`config.mk`:
```
export PLATFORM = sky130hd
export DESIGN_NAME = frame_seq
export DESIGN_NICKNAME = d
export VERILOG_FILES = /design/src/rtl/frame_seq.sv
export SDC_FILE = /design/constraint.sdc
export NUM_CORES = 1
export LEC_CHECK = 0
export BUFFER_PORTS_ARGS = -buffer_cell sky130_fd_sc_hd__buf_2
export CORE_UTILIZATION = 38
export CTS_CLUSTER_DIAMETER = 120
export DETAILED_ROUTE_END_ITERATION = 8
export PLACE_DENSITY = 0.59
export REMOVE_ABC_BUFFERS = 1
export SYNTH_ARGS = -nofsm -noshare
export SYNTH_HDL_FRONTEND = slang
export SYNTH_SLANG_ARGS = --single-unit
```
`constraint.sdc`:
```
create_clock -name clk -period 3.9 [get_ports clk]
set_input_delay 0.78 -clock clk [delete_from_list [all_inputs] [get_ports clk]]
set_output_delay 0.78 -clock clk [all_outputs]
set_load 0.05 [all_outputs]
```
`src/rtl/frame_seq.sv`:
```
module frame_seq #(
  parameter int CNT_W       = 16,
  parameter int P4_Q1       = 7457,
  parameter int P4_Q2       = 14913,
  parameter int P4_Q3       = 22372,
  parameter int P4_END      = 29830,
  parameter int P5_Q1       = 7458,
  parameter int P5_Q2       = 14913,
  parameter int P5_Q3       = 22372,
  parameter int P5_END      = 37282,
  parameter int WR_LAT_EVEN = 4,
  parameter int WR_LAT_ODD  = 3,
  parameter int IRQ_LAT     = 2
) (
  input  logic       clk,
  input  logic       rst_n,
  input  logic       phase,
  input  logic       ctl_we,
  input  logic [7:0] ctl_data,
  input  logic       stat_rd,
  output logic       qtr,
  output logic       half,
  output logic       irq,
  output logic       stat_frame_irq
);
  localparam int DLY_W = $clog2(WR_LAT_EVEN + 1);
  localparam int TMR_W = $clog2(IRQ_LAT + 1);
  localparam logic [CNT_W-1:0] A1 = CNT_W'(P4_Q1);
  localparam logic [CNT_W-1:0] A2 = CNT_W'(P4_Q2);
  localparam logic [CNT_W-1:0] A3 = CNT_W'(P4_Q3);
  localparam logic [CNT_W-1:0] AE = CNT_W'(P4_END);
  localparam logic [CNT_W-1:0] AH = CNT_W'(P4_END - 1);
  localparam logic [CNT_W-1:0] AF = CNT_W'(P4_END - 2);
  localparam logic [CNT_W-1:0] B1 = CNT_W'(P5_Q1);
  localparam logic [CNT_W-1:0] B2 = CNT_W'(P5_Q2);
  localparam logic [CNT_W-1:0] B3 = CNT_W'(P5_Q3);
  localparam logic [CNT_W-1:0] BE = CNT_W'(P5_END);
  localparam logic [CNT_W-1:0] BH = CNT_W'(P5_END - 1);
  localparam logic [DLY_W-1:0] LD_EVEN = DLY_W'(WR_LAT_EVEN - 1);
  localparam logic [DLY_W-1:0] LD_ODD  = DLY_W'(WR_LAT_ODD - 1);

  logic [CNT_W-1:0] cnt;
  logic             mode, inh, flag, irq_q;
  logic [1:0]       pend;
  logic [DLY_W-1:0] dly;
  logic [TMR_W-1:0] tmr;

  wire              ctl_unused = &{1'b0, ctl_data[5:0]};
  wire [CNT_W-1:0]  nxt   = cnt + 1'b1;
  wire              four  = !mode;
  wire              q_hit = four ? (nxt == A1 || nxt == A2 || nxt == A3 || nxt == AE)
                                 : (nxt == B1 || nxt == B2 || nxt == B3 || nxt == BE);
  wire              h_hit = four ? (nxt == A2 || nxt == AH) : (nxt == B2 || nxt == BH);
  wire              wrap  = four ? (nxt == AE) : (nxt == BE);
  wire              f_hit = four && !inh && nxt >= AF && nxt <= AE;
  wire              t_go  = four && !inh && nxt == AH;
  wire              apply = !ctl_we && dly == DLY_W'(1);
  wire              t_exp = tmr == TMR_W'(1);

  logic flag_n;
  always_comb begin
    flag_n = flag;
    if (stat_rd)          flag_n = 1'b0;
    if (f_hit)            flag_n = 1'b1;
    if (apply && pend[0]) flag_n = 1'b0;
  end

  assign irq            = irq_q;
  assign stat_frame_irq = flag;

  always_ff @(posedge clk or negedge rst_n) begin
    if (!rst_n) begin
      cnt   <= '0;
      mode  <= 1'b0;
      inh   <= 1'b0;
      flag  <= 1'b0;
      irq_q <= 1'b0;
      pend  <= 2'b00;
      dly   <= '0;
      tmr   <= '0;
      qtr   <= 1'b0;
      half  <= 1'b0;
    end else begin
      qtr   <= q_hit;
      half  <= h_hit;
      flag  <= flag_n;
      irq_q <= (irq_q | t_exp) & flag_n;
      cnt   <= (apply || wrap) ? '0 : nxt;

      if (t_go)              tmr <= TMR_W'(IRQ_LAT);
      else if (tmr != '0)    tmr <= tmr - 1'b1;

      if (ctl_we) begin
        dly  <= phase ? LD_ODD : LD_EVEN;
        pend <= ctl_data[7:6];
      end else if (dly != '0) begin
        dly <= dly - 1'b1;
      end

      if (apply) begin
        mode <= pend[1];
        inh  <= pend[0];
      end
    end
  end
endmodule

```
==> results.md, run 1 <==
- The flow ran to the end, and the final reports show no timing, DRC or antenna violations.
- The wire length of the first global-routing pass is roughly 6500 um.
- The final worst setup slack is a little over 0.8 ns.
- Counting along the longest clock path gives a buffer depth of 2.
- The total setup buffers inserted after CTS is 0.
- The synthesized design devotes to its leading area cell type approximately two fifths of total area.
- The post-cts resize count is 0.
- The maximum number of pins on one net before global-route repair is 30.
- The number of library cell types mapped by synthesis is between 40 and 50.
- The flop and latch count out of synthesis is 29.
- The library cell used most frequently in the layout, excluding fill and tap cells, is dfrtp_1.
- The number of hold buffers added after cts is 0.
- The final net count is 227.
- The synthesized area per cell is 9.47 um^2.
- The clock tree from TritonCTS is yes.
- The total overflow left after global routing is 0.
- The data required time at the worst endpoint is approximately 4.0 ns.
- For this block, the initial DRC count from the detailed router was between 70 and 80.
- After floorplanning, the core was sized to cover ~0.0045 mm^2.
- For this run, the number of Yosys warnings is 0.
- The maximum fanout along the worst path is 16.
- The layout overhead on the synthesized area is 9.28%.
- The final number of setup-violating endpoints is 0.
- Setup repair after global routing left no endpoint under its margin.
- The number of pins with negative max-slew slack in the final report is 0.
- The period utilization is around four fifths.
- The worst setup path is of the reg2reg kind.
- Measured in cells, the most critical reg-to-reg path has a length of 8.
- Leaving out fill and tap cells, the most frequent cells in the layout are 29 x dfrtp_1, 20 x nor2_1, 15 x xnor2_1.
- In this run the cell area of the synthesized design comes to roughly 0.0018 mm^2.
- In the global route stage, overall resource usage came out at 16.3%.
- Max-cap violations in this run came to 0.
- The actual transition at the worst max-transition pin is between 0.6 and 0.7 ns.
- Summed over all cells, the static leakage comes to 0.874 nW.
- The worst IR drop on VDD is 0.244 mV.
- The share of layout cells above drive strength 1 is 15.0%.
- For the finished layout, the period the worst path requires is ~3.1 ns.
- The final-report hold violation count is 0.
- The worst setup path is captured at a flip-flop.
- Yosys attributes the largest share of cell area to dfrtp_1 39%, xnor2_1 7.1%, ha_1 6.1%.
- dfrtp_1 takes more of the synthesized area than any other cell.
- The most frequently used flop master after synthesis is dfrtp_1.
- The register-to-register path setup slack is 0.82 ns.
- The die is approximately 72 um wide.
- The areal power density over the cells is 542 mW/mm^2.
- The count of buffers from port buffering is 10.
- The pre-CTS worst setup slack is 0.792 ns.
- After detailed placement, the total cell area comes to 0.00192 mm^2.
- The root buffer cell chosen for the clock tree is clkbuf_8.
- The kind of launch point of the worst setup path is a flip-flop.
- The count of flip-flops with a built-in enable after synthesis is 0.
- The startpoint of the lowest-slack hold path is pend[1].
- The HPWL after detailed placement is 2670 um.
- Buffers inserted during clock tree synthesis total 5.
- The weighted congestion at the end of routability-driven global placement is about 0.8.
- The worst relative slew slack is 53.4%.
- The number of cells on the worst hold path is 2.
- The maximum level of the CTS H-tree is 2.
- The final design instance area without fill is 0.00202 mm^2.
- The path with the worst hold slack has its endpoint at mode.
- The die area is slightly above 0.005 mm^2.
- The die boundary height is 71.7 um.
- The path type of the worst min-delay path is reg2reg.
- The number of antenna violations at the first check in global routing is 0.
- Clock skew on the completed layout was measured at approximately 0.0039 ns.
- The routed length per instance is approximately 14 um.
- The origin of the critical flop-to-flop path is cnt[1].
- The repair_antennas step left the layout with diodes totalling 0.
- The total iterations of the first detailed-routing run is 4.
- Pin placement for this block handled 17 I/O pins.
- Summed over all failing endpoints, the final setup total negative slack is 0 ns.
- In this run the critical register-to-register path is captured at cnt[4].
- The initial utilization of the core area, before any placement, comes to 41.0%.
- The gate count after technology mapping is between 150 and 200.
- The via count of the routed design is approximately 1400.
- For the worst-skew pair, the clock arrives at the later sink with an insertion delay of 0.28 ns.
- The clock sink count is 29.
- The number of global-route vias before repair is 1413.
- Of the synthesized area, sequential elements account for between 30% and 40%.
- Data arrives at the worst endpoint at 3.22 ns.
- After detailed routing, the number of vias per cell comes to about 5.4.
- The floorplan has 24 rows.
- The number of routed nets with antenna violations is 0.
- The clock transition time at the flip-flop clock pins of the worst setup and hold paths is ~0.060 ns.
- Wires add up to ~3600 um.
- For this run, asynchronously set or reset flops after synthesis account for 100%.
- Static timing analysis puts the maximum clock frequency at ~0.32 GHz.
- After detailed routing, the number of remaining DRC violations is 0.
==> registers in the layout, summed over array words and instances (netlist names) <==
signal and count:
stat_frame_irq 1, irq 1, mode 1, cnt 16, pend 2, qtr 1, dly 3, tmr 2
half 1, inh 1
==> critical path, cell delays in order (launching register included) <==
cell	delay [ns]
dfrtp_1	0.50
ha_1	0.45
nand3_4	0.17
nor4_1	0.43
xnor2_1	0.21
nor4b_1	0.26
nand2_1	0.18
o311ai_4	0.62
nor2_1	0.11
==> per-stage QoR <==
stage               util (%)  total power [W]  hold WS (ns)  std cells
floorplan                  -         0.000725         0.446        187
global placement        42.6         0.000814         0.460        250
detailed placement      42.6         0.000822         0.478        250
CTS                     44.8          0.00110         0.491        258
global route            44.8          0.00118         0.523        258
finish                  44.8          0.00109         0.492        258
==> routing by layer <==
metal / up-vias / routed length (um) / track usage [%]
li1: 702 / - / -
met1: 662 / 1750 / 20.5
met2: 21 / 1730 / 26.9
met3: 5 / 94 / 3.09
met4: 0 / 58 / 7.63
met5: - / 0 / 0
==> worst max-delay path by stage <==
stage,from,endpoint,slack [ns],cells past startpoint
after floorplan,cnt[0],cnt[11],1.29,8
after global placement,cnt[1],cnt[3],0.81,8
after detailed placement,cnt[1],cnt[3],0.79,8
after CTS,cnt[1],cnt[3],0.79,8
after global routing,cnt[1],cnt[4],0.52,8
final,cnt[1],cnt[4],0.82,8
==> area by class of cell <==
type	count	area, um^2
clock inverter	1	5.00
clock buffer	7	96.3
fill	461	2490
inverter	14	52.6
tap	52	65.1
timing repair buffer	11	57.6
sequential	29	726
multi-input combinational	144	1020
==> cells in the mapped netlist, drive strengths merged (2+ instances only) <==
master and n:
nor3 8, o21ai 4, a21oi 6, dfrtp 29, nor4b 2, nand2 11
xor2 5, nor2b 7, nand3 9, buf 7, inv 14, and3 2
nor4 5, and2 3, ha 9, nand4 8, nor3b 4, xnor2 15
a31oi 2, o22ai 2, a211oi 2, nor2 20, or3 2, mux2 3
==> logic make-up after synthesis <==
logic type / share of synthesized area [%]
AOI/OAI and AO/OA: 11.2
xor gates and xnor gates: 9.49
adders and majority gates: 6.10
buffers and inverters: 5.69
DFF: 39.3
muxes: 2.37
and+or+nand+nor: 25.8
==> power by group <==
group	switching (W)	internal (W)	leakage, nW
Sequential	0.0000935	0.000354	0.380
Clock	0.000118	0.000159	0.0542
Combinational	0.000206	0.000162	0.440
Total	0.000418	0.000675	0.874
Note: power is estimated with default switching activity, not from simulation.
==> run 2: changes to the inputs <==
- ABC_AREA: not set -> 1
- clock period: 3.9 -> 3.1 ns (I/O delays scaled with it)
==> run 2 against run 1 <==
Against the previous run:
- area after synthesis rose by 5.9%
- register-to-register slack worse by 0.05 ns
- clock power grew 25%
- combinational power grew 30%
- critical path type unchanged
- wire length increased by 8.8%
- synthesized cell count rose by 38%
- hold slack worse by 0.12 ns
==> results.md, run 2 <==
- The count of synthesis-stage warnings from yosys is 0 (unchanged).
- The pre-CTS worst setup slack is 0.748 ns (-0.0436 ns).
- The worst setup path is captured at a flip-flop.
- The number of global-route vias before repair is 1677 (+19%).
- The post-synthesis sequential area ratio is 37.1% (-2.2 points).
- The worst setup skew after layout was 0.00535 ns (+0.00143 ns).
- The path depth of the worst reg2reg path was 14 (+6).
- The setup TNS came to 0 ns (unchanged).
- The total track usage came to 17.6% (+1.3 points).
- The period utilization is 75.1% (-3.8 points).
- The areal power density over the cells is 621 mW/mm^2 (+15%).
- The overall die width was 73.7 um (+2.8%).
- The mean number of vias per cell came to 4.66 (-13%).
- The highest layer touched by signal routing is met4.
- The standby leakage power was 1.12 nW (+28%).
- The tree is rooted in a clkbuf_8.
- Sorting the synthesized cells by how often they occur yields 61 x nand2_1, 45 x inv_1, 38 x nor2_1, 29 x dfrtp_1, 18 x nand3_1.
- The share of layout cells above drive strength 1 was 18.5% (+3.5 points).
- The maximum number of pins on one net before global-route repair was 30 (unchanged).
- The total iterations of the first detailed-routing run is 4 (unchanged).
- The worst setup path category is reg2reg.
- The proportion of synthesized flip-flops having asynchronous set or reset came to 100% (unchanged).
- Tracing the worst setup path back leads to its startpoint at cnt[0].
- The area taken by flip-flops and latches is 726 um^2 (unchanged).
- The cell area after technology mapping is 0.00196 mm^2 (+5.9%).
- The layout overhead on the synthesized area is 11.0%.
- The area used by multi-input combinational logic is 0.00103 mm^2 (+1.7%).
- The met3 layer wire length in the routed design is 117 um (+24%).
- The synthesized area per cell was 7.27 um^2 (-23%).
- The actual transition at the worst max-transition pin is 0.668 ns (-0.0290 ns).
- The post-cts resize count is 0 (unchanged).
- The upper clock frequency limit is 0.429 GHz (+32%).
- The power share of the sequential group came to 38.8% (-2.2 points).
- The clock share of power was 25.6% (+0.2 points).
- The number of core rows came to 25 (+4.2%).
- The maximum fanout along the worst path came to 16 (unchanged).
- The iteration-0 DRC count of the detailed router is 65 (-16%).
- The worst register-to-register path begins at cnt[0].
- The final-report hold violation count is 0 (unchanged).
- The sum of routed wire length over all layers was 3960 um (+8.8%).
- The final worst setup slack was 0.771 ns (-0.0501 ns).
- The largest area contributor in the netlist is dfrtp_1.
- The worst IR drop on VDD is 0.366 mV (+50%).
- The die boundary height is 73.7 um (+2.8%).
- The largest registers in the layout are cnt: 16 flops, dly: 3 flops.
- The flop and latch count out of synthesis is 29 (unchanged).
- The most common library cell in the layout ignoring fill and taps is nand2_1.
- The placeable core area was 0.00485 mm^2 (+7.6%).
- Counting flops per register, the top entry is cnt.
- The later-pin clock latency in the skew report is 0.28 ns (about the same).
- The final number of setup-violating endpoints is 0 (unchanged).
- The count of buffers from port buffering is 10 (unchanged).
- The kind of launch point of the worst setup path is a flip-flop.
- The data required time at the worst endpoint is 3.26 ns (-0.78 ns).
- The total power is 0.00135 W (+23%).
- The clock tree from TritonCTS is yes.
- The count of max-cap constraint violations is 0 (unchanged).
- The clock sink count was 29 (unchanged).
- The run finished with clean final reports.
- The number of routed nets with antenna violations is 0 (unchanged).
- The met2 wire length was 1870 um (+7.6%).
- The share of total power in combinational logic is 35.6% (+1.9 points).
- The worst relative slew slack was 55.5% (+2.0 points).
- The number of pins with negative max-slew slack in the final report is 0 (unchanged).
- The antenna diode count is 0 (unchanged).
- In the synthesized netlist the dominant register cell turns out to be dfrtp_1.
- The proportion of total power due to net switching is 39.5% (+1.3 points).
- The total setup buffers inserted after CTS is 0 (unchanged).
- The I/O pin count is 17 (unchanged).
- The cell with the most instances after synthesis is nand2_1.
- The maximum level of the CTS H-tree was 2 (unchanged).
- Setup repair after global routing left no endpoint under its margin.
- The shortest clock period the worst path allows after layout is 2.33 ns (-0.750 ns).
- The arrival time of data at the critical path endpoint is 2.49 ns (-0.73 ns).
- The sum of routed wire segments on met1 came to 1860 um (+6.2%).
- The final net count came to 307 (+35%).
- The DRC violation count after routing is 0 (unchanged).
- The path type of the worst min-delay path is in2async.
- The number of fillers in the final layout is 503 (+9.1%).
- The HPWL after detailed placement was 3070 um (+15%).
- The aggregate global routing overflow is 0 (unchanged).
- The gate count after technology mapping came to 269 (+38%).
- The reported net switching power came to 0.000533 W (+28%).
- The clock transition time at the flip-flop clock pins of the worst setup and hold paths was 0.06 ns (about the same).
- After synthesis, the cell types taking the most area are dfrtp_1 37%, nand2_1 12%, inv_1 8.6%.
- The routed length per instance was 11.2 um (-20%).
- The count of flip-flops with a built-in enable after synthesis is 0 (unchanged).
- The number of hold buffers added after cts is 0 (unchanged).
- The number of antenna violations at the first check in global routing was 0 (unchanged).
- The weighted congestion at the end of routability-driven global placement is 0.848 (+6.1%).
- The worst slack on hold paths came to 0.369 ns (-0.124 ns).
- The share of Yosys cell area claimed by the top area cell type is 37.1% (-2.2 points).
- The deepest clock path buffer count came to 2 (unchanged).
- The wire length of the first global-routing pass is 7020 um (+7.4%).
- The starting density of the core is 40.3% (-0.66 points).
- The via count of the routed design is 1646 (+18%).
- The flip-flop count of the largest register, all copies and words added is 16 (unchanged).
- The die area is 0.00544 mm^2 (+5.7%).
- The total CTS buffers came to 5 (unchanged).
- The number of library cell types mapped by synthesis is 28 (-42%).
- Leaving out fill and tap cells, the most frequent cells in the layout are 61 x nand2_1, 45 x inv_1, 38 x nor2_1.
- The design internal power was 0.000815 W (+21%).
==> run 2: cell types whose count changed after synthesis, sizes merged, moves of 4 or more <==
cell	previous run	this run
xnor2	15	2
nor4	5	1
buf	7	1
nor3	8	4
nor3b	4	0
nand3	9	20
o21ai	4	8
inv	14	47
nor2	20	55
nor2b	7	0
nand2	11	72
a21oi	6	1
==> run 2: area by class of cell <==
| class | instances | share of cell area (%) |
|---|---|---|
| clock buffer | 7 | 4.44 |
| inverter | 47 | 8.13 |
| tap | 67 | 3.86 |
| multi-input combinational | 192 | 47.6 |
| timing repair buffer | 10 | 2.31 |
| clock inverter | 1 | 0.231 |
| sequential | 29 | 33.4 |
==> run 2: path summary, 6_finish.rpt <==
| path | end | slack, ns |
|---|---|---|
| min in group clk | pend[0] | 0.48 |
| hold reg to reg | pend[0] | 0.48 |
| max in group asynchronous | dly[1] | 2.30 |
| setup reg to reg | cnt[7] | 0.77 |
| hold / removal | cnt[5] | 0.37 |
| setup / recovery | cnt[7] | 0.77 |
==> run 2: power groups by stage <==
stage	clock network [W]	logic, W	registers [W]
after floorplan	0	0.000384	0.000516
after global placement	0	0.000471	0.000530
after detailed placement	0	0.000478	0.000531
after CTS	0.000358	0.000483	0.000525
after global routing	0.000372	0.000548	0.000537
final	0.000345	0.000480	0.000523
==> run 2: cell families (layout without fill, tap and decap cells) <==
| family | Yosys count | count (layout) | share of synthesized area (%) |
|---|---|---|---|
| AOI/OAI and AO/OA | 12 | 12 | 3.45 |
| xor gates and xnor gates | 6 | 6 | 2.69 |
| adders and majority gates | 9 | 9 | 5.76 |
| buffers and inverters | 48 | 65 | 10.0 |
| DFF | 29 | 29 | 37.1 |
| and+or+nand+nor | 165 | 165 | 40.9 |
==> run 2: layer usage <==
layer | vias up | global-route usage [%]
met5 | - | 0
li1 | 865 | -
met1 | 738 | 20.2
met3 | 14 | 4.66
met2 | 29 | 29.6
met4 | 0 | 10.0
==> run 2: per-stage QoR <==
stage               area, um^2  cells  utilization, %
finish                    2170    353            44.8
global route              2170    353            44.8
CTS                       2170    353            44.8
detailed placement        2070    345            42.7
global placement          2070    345            42.7
floorplan                 1940    268               -
==> run 2: critical path, stage by stage (launching register included) <==
cell and delay (ns):
dfrtp_1 0.46, ha_1 0.24, nand2_2 0.10, nor2_4 0.12, nand2_2 0.09, nor2_2 0.15
nand2_1 0.07, nand2_1 0.06, nand2_1 0.09, inv_1 0.10, nand3_1 0.07, nor2_1 0.16
nand3_1 0.16, nand3_4 0.26, nor2_1 0.07
==> run 3: changes to the inputs <==
- ABC_AREA: 1 -> 0
- clock period: 3.1 -> 2.15 ns (I/O delays scaled with it)
==> run 3 against run 2 <==
Against the previous run:
- the flow now finishes with violations (setup timing)
- final cell count down 10%
- via count down 0.30%
- first-iteration DRC count down 22%
- sequential cell count unchanged
- highest routed layer unchanged
- largest power group is now combinational cells
- hold slack worse by 0.21 ns
==> results.md, run 3 (synthesis gave the netlist of run 1 again) <==
- The share of layout cells above drive strength 1 is 50.2% (+32 points).
- The clock transition time at the flip-flop clock pins of the worst setup and hold paths is 0.07 ns (about the same).
- The kind of launch point of the worst setup path is a flip-flop.
- The most common library cell in the layout ignoring fill and taps is buf_4.
- The shortest clock period the worst path allows after layout came to 2.29 ns (-0.0409 ns).
- The share of total power in combinational logic is 48.2% (+13 points).
- The actual transition at the worst max-transition pin is 0.647 ns (-0.0204 ns).
- The maximum level of the CTS H-tree is 2 (unchanged).
- The worst IR drop on VDD was 0.549 mV (+50%).
- The final number of setup-violating endpoints is 20 (+20).
- The largest registers in the layout are cnt: 16 flops, dly: 3 flops.
- The iteration-0 DRC count of the detailed router is 51 (-22%).
- The maximum number of pins on one net before global-route repair was 30 (unchanged).
- The clock tree from TritonCTS is yes.
- The count of buffers from port buffering was 10 (unchanged).
- The mean number of vias per cell came to 5.18 (+11%).
- The proportion of total power due to net switching is 36.2% (-3.3 points).
- The worst setup skew after layout was 0.00730 ns (+0.00194 ns).
- The register-to-register path setup slack is -0.14 ns (-0.91 ns).
- The final worst setup slack is -0.138 ns (-0.909 ns).
- The setup TNS is -2.47 ns (-2.47 ns).
- The placed standard-cell area is 0.00228 mm^2 (+10%).
- The number of antenna violations at the first check in global routing is 0 (unchanged).
- The number of core rows is 24 (-4.0%).
- The cell chosen for the clock root is clkbuf_8.
- The final-report hold violation count was 0 (unchanged).
- The placeable core area was 0.00450 mm^2 (-7.1%).
- The data required time at the worst endpoint is 2.33 ns (-0.93 ns).
- The wire length of the first global-routing pass is 8000 um (+14%).
- The path depth of the worst reg2reg path is 10 (-4).
- The total track usage was 20.4% (+2.8 points).
- The count of max-cap constraint violations is 0 (unchanged).
- The areal power density over the cells is 990 mW/mm^2 (+59%).
- The total iterations of the first detailed-routing run is 6 (+2).
- The number of standard cells in the layout, taps in and fillers out is 317 (-10%).
- The standby leakage power is 1.26 nW (+12%).
- The number of cells after detailed placement is 297 (-14%).
- The reported net switching power is 0.00101 W (+89%).
- The period utilization is 106% (+31 points).
- The flow ran to the end, but the final reports show violations.
- The maximum fanout along the worst path is 16 (unchanged).
- The total CTS buffers is 5 (unchanged).
- The number of routed nets with antenna violations was 0 (unchanged).
- The starting density of the core is 41.0% (+0.66 points).
- By startpoint and endpoint, the worst setup path is classified as reg2reg.
- Walking the worst path, the cells encountered are nand4_1 > buf_4 > nor4_4 > xnor2_2 > a211oi_2 > buf_4 > nand4_1 > o311ai_4 > buf_12 > nor2_1.
- The final design utilization is 62.4% (+18 points).
- The sum of routed wire length over all layers is 4760 um (+20%).
- The final reports fail on setup timing.
- The routed length per instance is 15.0 um (+34%).
- The area taken by flip-flops and latches is 728 um^2 (+0.34%).
- The upper clock frequency limit is 0.437 GHz (+1.8%).
- The critical path endpoint category is a flip-flop.
- In this run the critical register-to-register path is launched from cnt[9].
- The worst relative slew slack is 56.5% (+1.0 points).
- The HPWL after detailed placement came to 3130 um (+1.7%).
- The path type of the worst min-delay path is in2async.
- The number of fillers in the final layout is 375 (-25%).
- The overall die width is 71.7 um (-2.7%).
- The antenna diode count is 0 (unchanged).
- Compared with the post-synthesis result, the final layout area differs by 52.3%.
- The arrival time of data at the critical path endpoint is 2.47 ns (-0.02 ns).
- The reg-to-reg critical path endpoint is cnt[4].
- The number of global-route vias before repair is 1765 (+5.2%).
- The die boundary height is 71.7 um (-2.7%).
- The power share of the sequential group is 27.3% (-11 points).
- The later-pin clock latency in the skew report was 0.29 ns (about the same).
- The highest cell delay on the worst timing path came to 0.35 ns (-0.11 ns).
- The number of pins with negative max-slew slack in the final report is 0 (unchanged).
- The area used by multi-input combinational logic is 0.00131 mm^2 (+26%).
- The deepest clock path buffer count was 2 (unchanged).
- The via count of the routed design was 1641 (-0.30%).
- The number of hold buffers added after cts is 0 (unchanged).
- The flip-flop count of the largest register, all copies and words added is 16 (unchanged).
- The I/O pin count is 17 (unchanged).
- The clock share of power is 24.5% (-1.1 points).
- In the layout the commonest cells are 55 x buf_4, 27 x dfrtp_1, 17 x nor2_1.
- The final net count came to 286 (-6.8%).
- The design internal power is 0.00178 W (+120%).
- The slowest stage of the critical path belongs to the cell dfrtp_1.
- The register with the most flip-flops is cnt.
- Setup repair after global routing could not meet its margin everywhere.
- The aggregate global routing overflow was 0 (unchanged).
- The die area is 0.00514 mm^2 (-5.4%).
- The clock sink count was 29 (unchanged).
- The weighted congestion at the end of routability-driven global placement was 0.878 (+3.5%).
- The final design instance area without fill is 0.00281 mm^2 (+30%).
- The DRC violation count after routing is 0 (unchanged).
-- run 3: what timing repair did --
| action | in CTS | in global routing |
|---|---|---|
| pin swaps | 15 | 15 |
| hold endpoints to repair | 0 | 0 |
| buffers inserted | 7 | 6 |
| setup endpoints to repair | 22 | 22 |
| gates resized for setup | 33 | 24 |
-- run 3: final cells by class --
cell class                      count  share of cell area, %
Sequential cell                    29                   25.9
Multi-Input combinational cell    144                   46.4
Clock inverter                      3                   2.31
Inverter                           14                   1.87
Clock buffer                        5                   2.45
Tap cell                           52                   2.31
Timing Repair Buffer               70                   18.8
-- run 3: power by group through the flow --
stage | sequential [W] | clock [W] | combinational [W]
2_1_floorplan | 0.000800 | 0 | 0.000514
3_3_place_gp | 0.000732 | 0 | 0.000991
3_5_place_dp | 0.000737 | 0 | 0.00101
4_1_cts | 0.000747 | 0.000694 | 0.00125
5_1_grt | 0.000773 | 0.000723 | 0.00148
6_report | 0.000761 | 0.000681 | 0.00134
-- run 3: stage by stage --
stage,setup slack [ns],hold WS (ns),power [W]
finish,-0.138,0.163,0.00278
global route,-0.257,0.223,0.00298
CTS,-0.126,0.183,0.00269
detailed placement,-0.258,0.474,0.00175
global placement,-0.236,0.460,0.00172
floorplan,-0.465,0.134,0.00131
-- run 3: routing by layer --
| layer | GRT usage, % | vias up | wire length (um) | share of wire, % |
|---|---|---|---|---|
| met1 | 23.2 | 785 | 2040 | 43 |
| li1 | - | 819 | - | - |
| met5 | 0 | - | 0 | 0 |
| met2 | 36.7 | 27 | 2440 | 51 |
| met4 | 9.15 | 0 | 145 | 3.0 |
| met3 | 4.22 | 10 | 134 | 2.8 |
-- run 3: critical path, delay by kind of cell (launching register included) --
kind	cells	cell delay, ns
buffers and inverters	3	0.54
AND/OR/NAND/NOR	4	0.72
flip-flops	1	0.35
AO/OA/AOI/OAI	2	0.43
XOR/XNOR	1	0.13
-- run 3: worst max-delay path by stage --
stage,to,slack [ns],from
6_report,cnt[4],-0.14,cnt[9]
5_1_grt,half,-0.26,cnt[1]
4_1_cts,tmr[0],-0.13,cnt[1]
3_5_place_dp,cnt[3],-0.26,cnt[0]
3_3_place_gp,cnt[3],-0.24,cnt[0]
2_1_floorplan,cnt[11],-0.46,cnt[0]
